[src/rtl/dram_pkg.sv]
package dram_pkg;
  // Single-cycle strobes handed from the strobe decoder to the array and
  // refresh tracker.
  typedef struct packed {
    logic openRow;    // row strobe fell with column strobe high
    logic cbrRefresh; // row strobe fell with column strobe already low
    logic colStrobe;  // a column was selected (page or static move)
    logic colWrite;   // colStrobe with write enable active
  } dramStrobe_t;
endpackage

[src/rtl/dram_strobe_ctrl.sv]
module dram_strobe_ctrl
  import dram_pkg::*;
#(
  parameter int ROW_BITS = 2,
  parameter int COL_BITS = 2,
  parameter int ADDR_W   = 2
) (
  input  logic                clk,
  input  logic                rstN,
  input  logic                rasN,
  input  logic                casN,
  input  logic                weN,
  input  logic [ADDR_W-1:0]   addrIn,
  output dramStrobe_t         strobe,
  output logic [ROW_BITS-1:0] rowLatch,
  output logic [COL_BITS-1:0] colLatch,
  output logic                colOpen
);
  logic              rasPrevN, casPrevN, rowOpen;
  logic [ADDR_W-1:0] addrPrev;
  logic              rasFall, casFall, staticMove;

  always_comb begin
    rasFall    = rasPrevN & ~rasN;
    casFall    = casPrevN & ~casN & ~rasN & rowOpen;
    staticMove = ~casPrevN & ~casN & ~rasN & colOpen & (addrIn != addrPrev);
    strobe.openRow    = rasFall & casN;
    strobe.cbrRefresh = rasFall & ~casN;
    strobe.colStrobe  = casFall | staticMove;
    strobe.colWrite   = (casFall | staticMove) & ~weN;
  end

  always_ff @(posedge clk) begin
    if (!rstN) begin
      rasPrevN <= 1'b1;
      casPrevN <= 1'b1;
      addrPrev <= '0;
      rowOpen  <= 1'b0;
      colOpen  <= 1'b0;
      rowLatch <= '0;
      colLatch <= '0;
    end else begin
      rasPrevN <= rasN;
      casPrevN <= casN;
      addrPrev <= addrIn;
      if (rasN) begin
        rowOpen <= 1'b0;
      end else if (strobe.openRow) begin
        rowOpen  <= 1'b1;
        rowLatch <= addrIn[ROW_BITS-1:0];
      end
      if (rasN || casN) begin
        colOpen <= 1'b0;
      end else if (strobe.colStrobe) begin
        colOpen  <= 1'b1;
        colLatch <= addrIn[COL_BITS-1:0];
      end
    end
  end

  // output enable only follows a cycle where both strobes were low
  a_r2_en_needs_strobes: assert property (@(posedge clk) disable iff (!rstN)
    colOpen |-> ($past(!casN) && $past(!rasN)));

  // refresh cycle never opens a row
  a_r6_cbr_no_open: assert property (@(posedge clk) disable iff (!rstN)
    strobe.cbrRefresh |=> !rowOpen);

  // a refresh never coincides with a column selection
  a_r6_cbr_no_column: assert property (@(posedge clk) disable iff (!rstN)
    strobe.cbrRefresh |-> !strobe.colStrobe);
endmodule

[config.mk]
export PLATFORM = sky130hd
export DESIGN_NAME = dram_strobe_ctrl
export DESIGN_NICKNAME = d
export VERILOG_FILES = /design/src/rtl/dram_pkg.sv /design/src/rtl/dram_strobe_ctrl.sv
export SDC_FILE = /design/constraint.sdc
export NUM_CORES = 1
export LEC_CHECK = 0
export BUFFER_PORTS_ARGS = -buffer_cell sky130_fd_sc_hd__clkbuf_2
export CAP_MARGIN = 20
export CORE_AREA = 2 2 39 41
export DETAILED_ROUTE_END_ITERATION = 10
export DIE_AREA = 0 0 41 43
export PLACE_DENSITY = 0.58
export SLEW_MARGIN = 15
export SYNTH_ARGS = -nofsm -noshare
export SYNTH_HDL_FRONTEND = slang
export SYNTH_SLANG_ARGS = --single-unit
[constraint.sdc]
create_clock -name clk -period 2.1 [get_ports clk]
set_input_delay 0.21 -clock clk [delete_from_list [all_inputs] [get_ports clk]]
set_output_delay 0.21 -clock clk [all_outputs]
set_load 0.02 [all_outputs]
# ---- Yosys cells after proc, flatten, opt, wreduce, memory -nomap -nowiden
# Cells that the tools add are included.
dict set report word_totals {
  in_bits 7
  reg_bits 10
  out_inout_bits 9
  elab_cells 31
}
dict set report classes {
  n_eq_ne 1
  reduce_logical 5
  bitwise 18
}
# operator n
set ops {}
lappend ops {{bitwise AND 1 bit} 11}
lappend ops {{inverter 1 bit} 6}
lappend ops {{AND reduction 2 bit} 2}
lappend ops {{OR reduction 2 bit} 2}
lappend ops {{inequality test 2 bit} 1}
lappend ops {{logical OR 1 bit} 1}
lappend ops {{bitwise OR 1 bit} 1}

# ---- Logic depth before layout (Yosys ltp)
# Gate-level depths: netlist (run 1).
dict set report depth {
  word_depth 7
  ltp_mapped 4
  depth_no_buf 4
}

# ---- Least setup slack after synthesis (run 1)
# OpenSTA, ideal clock, no wires.
dict set report synth_timing {
  path_type {register to output}
  from {reg colOpen}
  to {out strobe[0] in the netlist's numbering}
  slack_ns 0.776
  t_arrival_ns 1.114
  path_stages_with_launch 4
  required_ns 1.890
  n_path_buf 0
  path_cell_list {dfxtp_1 nor4b_2 a32oi_2 nor2_1}
}
# item line
set synth_rtl {}
lappend synth_rtl {{from (decl)} dram_strobe_ctrl.sv:17} ;# output logic colOpen
lappend synth_rtl {{from (signal assigned)} dram_strobe_ctrl.sv:39} ;# colOpen <= 1'b0;
lappend synth_rtl {{from (signal assigned)} dram_strobe_ctrl.sv:53} ;# colOpen <= 1'b0;
lappend synth_rtl {{from (signal assigned)} dram_strobe_ctrl.sv:55} ;# colOpen <= 1'b1;
lappend synth_rtl {{to (decl)} dram_strobe_ctrl.sv:14} ;# output dramStrobe_t strobe,

==> results of run 1 <==
==> layout make-up <==
cell class | instances | share of cell area
clock buffer | 3 | 0.0441
multi-input combinational | 27 | 0.348
sequential | 10 | 0.392
inverter | 4 | 0.0294
timing repair buffer | 15 | 0.147
tap | 16 | 0.0392
==> power breakdown <==
part           leakage, nW  internal (W)  switching [W]
clock               0.0138     0.0000659      0.0000589
combinational        0.176     0.0000177      0.0000231
sequential          0.0821      0.000197     0.00000448
==> cell usage after synthesis (all sizes together) <==
cell,instances,area [sq um]
a21oi,2,10.0
a32oi,1,16.3
and2,1,6.26
dfxtp,10,200
inv,4,15.0
mux2i,4,40.0
nand2,7,26.3
nand2b,2,12.5
nor2,4,15.0
nor2b,2,12.5
nor4b,1,15.0
or2,1,6.26
xnor2,2,17.5
==> path summary, 6_finish.rpt <==
check	startpoint	end	slack, ns
worst max-delay path	addrPrev[0]	strobe[1]	0.61
worst max register to register	addrPrev[0]	colLatch[1]	1.02
worst min-delay path	addrIn[0]	addrPrev[0]	0.20
worst min register to register	colLatch[0]	colLatch[0]	0.46
==> state kept, by name, summed over array words and instances, names as in the netlist <==
signal    flops
addrPrev      2
casPrevN      1
colLatch      2
colOpen       1
rasPrevN      1
rowLatch      2
rowOpen       1
==> critical path, delay by kind of cell, from the launching register on <==
family          cells  cell delay [ns]
compound gates      1             0.28
xor+xnor            1             0.14
buf+inv             2             0.23
flops               1             0.30
simple gates        1             0.08
==> through the flow <==
step | hold WS [ns] | setup slack, ns | utilization | total power, W | instances
floorplan | 0.283 | 0.776 | - | 0.000229 | 41
global placement | 0.454 | 0.810 | 0.353 | 0.000247 | 72
detailed placement | 0.459 | 0.809 | 0.353 | 0.000247 | 72
CTS | 0.197 | 0.578 | 0.369 | 0.000380 | 75
global route | 0.190 | 0.484 | 0.369 | 0.000398 | 75
finish | 0.202 | 0.612 | 0.369 | 0.000367 | 75
==> per-layer routing <==
metal | track usage | routed length (um)
met2 | 0.128 | 317
met1 | 0.124 | 302
met4 | 0.0400 | 0
met5 | 0 | 0
met3 | 0.0942 | 66
==> kinds of logic (layout without fill, tap and decap cells) <==
| logic type | count (synthesis) | in the layout | share of synthesized area |
|---|---|---|---|
| AOI/OAI and AO/OA | 3 | 3 | 0.0669 |
| buffers and inverters | 4 | 22 | 0.0382 |
| xor gates and xnor gates | 2 | 2 | 0.0446 |
| muxes | 4 | 4 | 0.102 |
| DFF | 10 | 10 | 0.510 |
| and+or+nand+nor | 18 | 18 | 0.239 |
==> results.md, run 1 <==
- CTS Root Cell: clkbuf_4
- Residual DRC: 0
- Initial antenna violation count: 0
- Post-Synthesis Cells: 41
- Required time of the critical path: 1.89 ns
- Crit Path Class: reg -> out
- Sequential cell area: 200 sq um
- Critical path cell sequence: xnor2_1 > nand2_1 > a32oi_2 > inv_1 > clkbuf_2
- Setup Viol. Count Final: 0
- Status: complete, no violations
- Fmax: 672 MHz
- Starting DRT DRC Count: 1
- Hold path cells: 3
- Commonest cells after routing, fill and taps aside: clkbuf_2 (15), dfxtp_1 (10), nand2_1 (7)
- Register area share after synthesis: 0.510
- Grt total ovfl: 0
- Worst vdd ir: 0.000463 V
- Kind of start point of the critical path: register
- Tmin final: 1.49 ns
- Initial Util: 0.284
- Placed instance area: 488 sq um
- Design area: 510 sq um
- Fillers: 146
- Synth Register Bits: 10
- Die area: 1760 sq um
- Actual slew at the worst max-slew pin: 0.296 ns
- Setup TNS: 0 ns
- Tcrit/Tclk final: 0.709
- Global-route wire length before repair: 1150 um
- Commonest non-fill, non-tap cell in the layout: clkbuf_2
- CTS resizes: 0
- Drt total wl: 686 um
- Synth unique cells: 13
- CTS Hold Bufs: 0
- Router iterations before antenna repair: 2
- Core area: 1380 sq um
- Max-slew violation count: 0
- Syn Std Cell Area: 393 sq um
- Clk buf depth: 2
- Slowest cell on crit path: dfxtp_1
- Worst R2R Path Depth: 4
- Vias per inst: 4.28
- Die height: 43 um
- GRT Total Usage: 0.104
- Clock slew at reported path FFs: 0.06 ns
- Hold/Removal Path Class: in -> reg
- RSZ-0062 raised after global routing: false
- Clock Skew: 0.00327 ns
- Crit path max fanout: 4
- Max-cap viol count: 0
- Share of cells above drive strength 1: 0.339
- Ant. Diodes: 0
- Routed Antenna Nets: 0
- Slew margin rel.: 0.803
- Max H-tree Level: 1
- Die width: 41 um
- Drt wl/cell: 9.15 um
- Multi-input gate area: 178 sq um
- Largest net degree at the start of global routing: 10
- TritonCTS Buffers: 3
- Vias in the first global route: 284
- I/O Buffers: 15
- Layout area overhead: 29.9%
- Syn Area/Cell: 9.58 sq um
- Total clock sinks: 10
- Pwr/cell area: 719 nW/um^2
- Rows: 14
- Worst-Skew Late Latency: 0.26 ns
- Post-CTS Setup Inserts: 0
- # IOs: 16
- Critical path endpoint category: output pin
- Final hold viol count: 0
- Routed via count: 321
- Yosys warnings: 0
- Syn_nets: 48
- Placer Congestion: 0.658
- Static Leak: 0.272 nW
- CP peak stage delay: 0.30 ns
- Nets: 68
- TritonCTS clock tree: done
- Crit path DAT: 1.28 ns
- DP Wirelength: 536 um
No activity file was read; power rests on OpenSTA's default activity.
==> inputs of run 2 (changes only) <==
==> constraint.sdc (replaced) <==
create_clock -name clk -period 1.5 [get_ports clk]
set_input_delay 0.15 -clock clk [delete_from_list [all_inputs] [get_ports clk]]
set_output_delay 0.15 -clock clk [all_outputs]
set_load 0.02 [all_outputs]
==> results.md, run 2 (synthesis results as in run 1) <==
- Post-Place Setup Slack: 0.350 ns (-0.459 ns)
- Vias per inst: 4.62 (+7.8%)
- Placer Congestion: 0.679 (+3.1%)
- Layout area overhead: 43.3%
- Routed Antenna Nets: 0 (unchanged)
- Vias in the first global route: 316 (+11%)
- Routed via count: 360 (+12%)
- Starting DRT DRC Count: 2 (+1)
- Share of cells above drive strength 1: 0.387 (+0.0481)
- Total clock sinks: 10 (unchanged)
- TritonCTS clock tree: done
- Tmin final: 1.49 ns
- Largest net degree at the start of global routing: 10 (unchanged)
- Clock Skew: 0.00620 ns (+0.00294 ns)
- Initial Util: 0.284 (unchanged)
- Crit path max fanout: 4 (unchanged)
- Final hold slack: 0.123 ns (-0.0798 ns)
- Static Leak: 0.291 nW (+7.0%)
- Rows: 14 (unchanged)
- Max-cap viol count: 0 (unchanged)
- TritonCTS Buffers: 3 (unchanged)
- Commonest cells after routing, fill and taps aside: clkbuf_2 (14), dfxtp_1 (9), nand2_1 (7)
- CTS Hold Bufs: 0 (unchanged)
- Residual DRC: 0 (unchanged)
- Crit path DAT: 1.34 ns (+0.06 ns)
- # IOs: 16 (unchanged)
- Worst-Skew Late Latency: 0.27 ns (about the same)
- Setup TNS: 0 ns (unchanged)
- DP Wirelength: 571 um (+6.5%)
- Biggest regs: addrPrev x2, colLatch x2, rowLatch x2
- Placed instance area: 488 sq um (unchanged)
- Global-route wire length before repair: 1170 um (+1.8%)
- Die width: 41 um (unchanged)
- Drt total wl: 871 um (+27%)
- Initial antenna violation count: 0 (unchanged)
- Kind of start point of the critical path: register
- Fillers: 151 (+3.4%)
- GRT Total Usage: 0.105 (+0.00111)
- Design area: 563 sq um (+10%)
- Clk buf depth: 2 (unchanged)
- Max H-tree Level: 1 (unchanged)
- Core area: 1380 sq um (unchanged)
- Slack of the critical path: 0.0130 ns (-0.599 ns)
- Grt total ovfl: 0 (unchanged)
- Setup Viol. Count Final: 0 (unchanged)
- Router iterations before antenna repair: 4 (+2)
- Crit Path Class: reg -> out
- CTS Root Cell: clkbuf_4
- Required time of the critical path: 1.35 ns (-0.54 ns)
- Die area: 1760 sq um (unchanged)
- Clock slew at reported path FFs: 0.07 ns (about the same)
- Hold/Removal Path Class: in -> reg
- Status: complete, no violations
- Pwr/cell area: 1050 nW/um^2 (+47%)
- Nets: 70 (+2.9%)
- Actual slew at the worst max-slew pin: 0.288 ns (-0.00756 ns)
- Critical path endpoint category: output pin
- Fmax: 672 MHz
- Slew margin rel.: 0.807 (+0.00433)
- Ant. Diodes: 0 (unchanged)
- I/O Buffers: 15 (unchanged)
- Worst vdd ir: 0.000401 V (-13%)
- Drt wl/cell: 11.2 um (+22%)
- Final hold viol count: 0 (unchanged)
- Die height: 43 um (unchanged)
- Commonest non-fill, non-tap cell in the layout: clkbuf_2
- Tcrit/Tclk final: 0.991
- Max-slew violation count: 0 (unchanged)
run 2: cell count changes in the layout (fill, tap and decap cells not counted), sizes merged:
cell	before	now
buf	0	3
run 2: final timing paths:
path | from | end | depth (start not counted) | slack [ns]
min reg2reg | colLatch[1] | colLatch[1] | 2 | 0.46
max reg2reg | addrPrev[0] | colLatch[0] | 5 | 0.28
max | casPrevN | strobe[0] | 4 | 0.01
min | addrIn[0] | addrPrev[0] | 3 | 0.12
run 2: final cells by class:
type / count / area [sq um] / area share
sequential: 10 / 201 / 0.358
tap: 16 / 20.0 / 0.0356
timing repair buffer: 17 / 92.6 / 0.164
clock buffer: 4 / 36.3 / 0.0644
inverter: 4 / 15.0 / 0.0267
multi-input combinational: 27 / 198 / 0.351
run 2: stage by stage:
| step | power (W) | cells | util |
|---|---|---|---|
| 4_1_cts | 0.000592 | 76 | 0.379 |
| 5_1_grt | 0.000624 | 78 | 0.407 |
| 6_report | 0.000593 | 78 | 0.407 |
| 3_5_place_dp | 0.000347 | 72 | 0.353 |
| 3_3_place_gp | 0.000346 | 72 | 0.353 |
| 2_1_floorplan | 0.000321 | 41 | - |
run 2: power breakdown:
group / internal (W) / switching (W)
logic: 0.0000269 / 0.0000364
clock network: 0.000148 / 0.0000985
registers: 0.000276 / 0.00000794
run 2: routing by layer:
metal | up-vias | routed length, um | global-route usage
li1 | 174 | - | -
met4 | 0 | 30 | 0.100
met3 | 5 | 67 | 0.0471
met2 | 17 | 458 | 0.141
met1 | 164 | 315 | 0.114
met5 | - | 0 | 0
run 2: critical path, stage by stage, from the launching register on:
cell and delay (ns):
dfxtp_2 0.35, nor4b_4 0.35, a32oi_4 0.10, nor2_1 0.12
buf_4 0.14
run 2: timing repair:
action                                  in CTS  in global routing
buffers inserted                             0                  2
gates resized for setup                      0                  5
endpoints found under the setup margin       0                  2
==> inputs of run 3 (changes only) <==
--- a/config.mk
+++ b/config.mk
@@ -5,13 +5,13 @@
 export SDC_FILE = /design/constraint.sdc
 export NUM_CORES = 1
 export LEC_CHECK = 0
+export ABC_AREA = 1
 export BUFFER_PORTS_ARGS = -buffer_cell sky130_fd_sc_hd__clkbuf_2
 export CAP_MARGIN = 20
 export CORE_AREA = 2 2 39 41
 export DETAILED_ROUTE_END_ITERATION = 10
 export DIE_AREA = 0 0 41 43
-export PLACE_DENSITY = 0.58
-export SLEW_MARGIN = 15
+export PLACE_DENSITY = 0.62
 export SYNTH_ARGS = -nofsm -noshare
 export SYNTH_HDL_FRONTEND = slang
 export SYNTH_SLANG_ARGS = --single-unit
==> constraint.sdc (replaced) <==
create_clock -name clk -period 1.3 [get_ports clk]
set_input_delay 0.13 -clock clk [delete_from_list [all_inputs] [get_ports clk]]
set_output_delay 0.13 -clock clk [all_outputs]
set_load 0.02 [all_outputs]
==> results.md, run 3 <==
- Drt wl/cell: 8.99 um (-19%)
- Register area share after synthesis: 0.483 (-0.0262)
- Synth unique cells: 11 (-2)
- Layout area overhead: 45.6%
- Total clock sinks: 10 (unchanged)
- Met3 WL: 61 um (-9.0%)
- Residual DRC: 0 (unchanged)
- Top Layer Used: met3
- Starting DRT DRC Count: 3 (+1)
- Nets: 91 (+30%)
- Vias in the first global route: 392 (+24%)
- Setup Viol. Count Final: 1 (+1)
- Syn_nets: 67 (+40%)
- Count leader, synth: nand2_1
- Worst vdd ir: 0.000776 V (+94%)
- Post-Synthesis Cells: 60 (+46%)
- RSZ-0062 raised after global routing: true
- Tmin final: 1.31 ns
- Router iterations before antenna repair: 2 (-2)
- Die width: 41 um (unchanged)
- Kind of start point of the critical path: register
- Fmax: 762 MHz
- CTS Root Cell: clkbuf_4
- Max-slew violation count: 0 (unchanged)
- TritonCTS Buffers: 3 (unchanged)
- Wire length on met2: 422 um (-7.9%)
- Wl on met1: 406 um (+29%)
- GRT Total Usage: 0.140 (+0.0349)
- Synth Register Bits: 10 (unchanged)
- Multi-input gate area: 176 sq um (-11%)
- Static Leak: 0.332 nW (+14%)
- Failing checks: negative setup slack
- Core area: 1380 sq um (unchanged)
- Pwr/cell area: 1120 nW/um^2 (+6.0%)
- Drt total wl: 890 um (+2.2%)
- Setup TNS: -0.0122 ns (-0.0122 ns)
- Status: finished with violations
- Most area-hungry cell type in the Yosys netlist: dfxtp_1
- Async set-reset flop share out of synthesis: 0 (unchanged)
- Initial antenna violation count: 0 (unchanged)
- Sequential cell area: 205 sq um (+1.9%)
- Final hold viol count: 0 (unchanged)
- Grt total ovfl: 0 (unchanged)
- Hold/Removal Path Class: in -> reg
- Yosys warnings: 0 (unchanged)
- Top_reg_cell synth: dfxtp_1
- # IOs: 16 (unchanged)
- Largest cells by area after synthesis: dfxtp_1 (48%), nand2_1 (14%), inv_1 (10%)
- Clk buf depth: 2 (unchanged)
- Finished Core Util: 0.436 (+0.0289)
- Ant. Diodes: 0 (unchanged)
- Syn Area/Cell: 6.90 sq um (-28%)
- Critical path endpoint category: output pin
- Slew margin rel.: 0.899 (+0.0916)
- Total power draw: 0.000674 W (+14%)
- I/O Buffers: 15 (unchanged)
- EDFF count, synth: 0 (unchanged)
- Placed instance area: 509 sq um (+4.4%)
- Actual slew at the worst max-slew pin: 0.151 ns (-0.138 ns)
- Clock slew at reported path FFs: 0.06 ns (about the same)
- Commonest non-fill, non-tap cell in the layout: nand2_1
- Top cell type's share of synthesized area: 0.483 (-0.0262)
- Die height: 43 um (unchanged)
- Clock Skew: 0.000556 ns (-0.00565 ns)
- Largest net degree at the start of global routing: 9 (-1)
- Commonest cells after routing, fill and taps aside: nand2_1 (14), clkbuf_2 (13), inv_1 (9), dfxtp_1 (6)
- Max H-tree Level: 1 (unchanged)
- Fillers: 154 (+2.0%)
- Rows: 14 (unchanged)
- Share of cells above drive strength 1: 0.458 (+0.0707)
- Worst-Skew Late Latency: 0.26 ns (about the same)
- Syn Std Cell Area: 414 sq um (+5.4%)
- Initial Util: 0.299 (+0.0154)
- Placer Congestion: 0.741 (+9.1%)
- Crit path DAT: 1.18 ns (-0.16 ns)
- Routed Antenna Nets: 0 (unchanged)
- Max-cap viol count: 0 (unchanged)
- Die area: 1760 sq um (unchanged)
- TritonCTS clock tree: done
- DP Wirelength: 616 um (+7.8%)
- Routed via count: 428 (+19%)
- Global-route wire length before repair: 1580 um (+36%)
- Biggest regs: addrPrev x2, colLatch x2, rowLatch x2
- Crit path max fanout: 6 (+2)
- Required time of the critical path: 1.17 ns (-0.18 ns)
- Vias per inst: 4.32 (-6.3%)
- Slack of the critical path: -0.0122 ns (-0.0252 ns)
- Crit Path Class: reg -> out
- Tcrit/Tclk final: 1.01
- Post-synth top cells: nand2_1 (15), inv_1 (11), dfxtp_1 (10), a21oi_1 (6), nor2_1 (5)
- Design area: 603 sq um (+7.1%)
run 3: cell types whose count changed in the layout (fill, tap and decap cells not counted), sizes merged, moves of 2 or more:
cell	previous run	this run
nand3	0	4
nor2	4	7
mux2i	4	0
xnor2	2	0
nand2b	2	0
buf	3	5
a21oi	2	6
o21ai	0	2
nor2b	2	0
inv	4	13
nand2	7	17
run 3: routing by layer:
metal,global-route usage,vias to the layer above
met2,0.191,12
met3,0.0995,0
li1,-,225
met5,0,-
met1,0.162,191
met4,0.0600,0
run 3: timing repair:
item                                    CTS  global route
endpoints found under the setup margin    1             2
pin swaps                                 3             4
endpoints found under the hold margin     0             0
hold buffers                              0             0
gates resized for setup                   8             5
setup buffers                             2             2
run 3: worst paths after layout:
path                 endpoint     start  cells after the start  slack (ns)
hold / removal        colOpen      rasN                      2        0.08
setup / recovery    strobe[0]  casPrevN                      4       -0.01
setup reg to reg  colLatch[0]  casPrevN                      8        0.16
hold reg to reg       rowOpen   rowOpen                      2        0.52
run 3: stage by stage:
stage               cells  setup slack, ns  hold WS [ns]
finish                 99          -0.0122        0.0777
global route           99           -0.109        0.0713
CTS                    97         -0.00992        0.0664
detailed placement     91            0.231         0.357
global placement       91            0.248         0.355
floorplan              60           0.0828         0.208
run 3: cell type report:
class | count | area share
Tap cell | 16 | 0.0332
Inverter | 13 | 0.0809
Sequential cell | 10 | 0.340
Clock buffer | 4 | 0.0602
Timing Repair Buffer | 19 | 0.193
Multi-Input combinational cell | 37 | 0.293
run 3: critical path: stages (launching register included):
cell and delay, ns:
dfxtp_2 0.34, buf_4 0.11, nand3_2 0.13, a21oi_2 0.18
clkbuf_8 0.16
run 3: report_power, final:
group	internal (W)	switching, W
Clock	0.000170	0.000103
Combinational	0.0000274	0.0000468
Sequential	0.000320	0.00000674
run 3: cell families after synthesis:
group,synth area share
buffers and inverters,0.118
AND/OR/NAND/NOR,0.302
AO/OA/AOI/OAI,0.0967
flip-flops,0.483
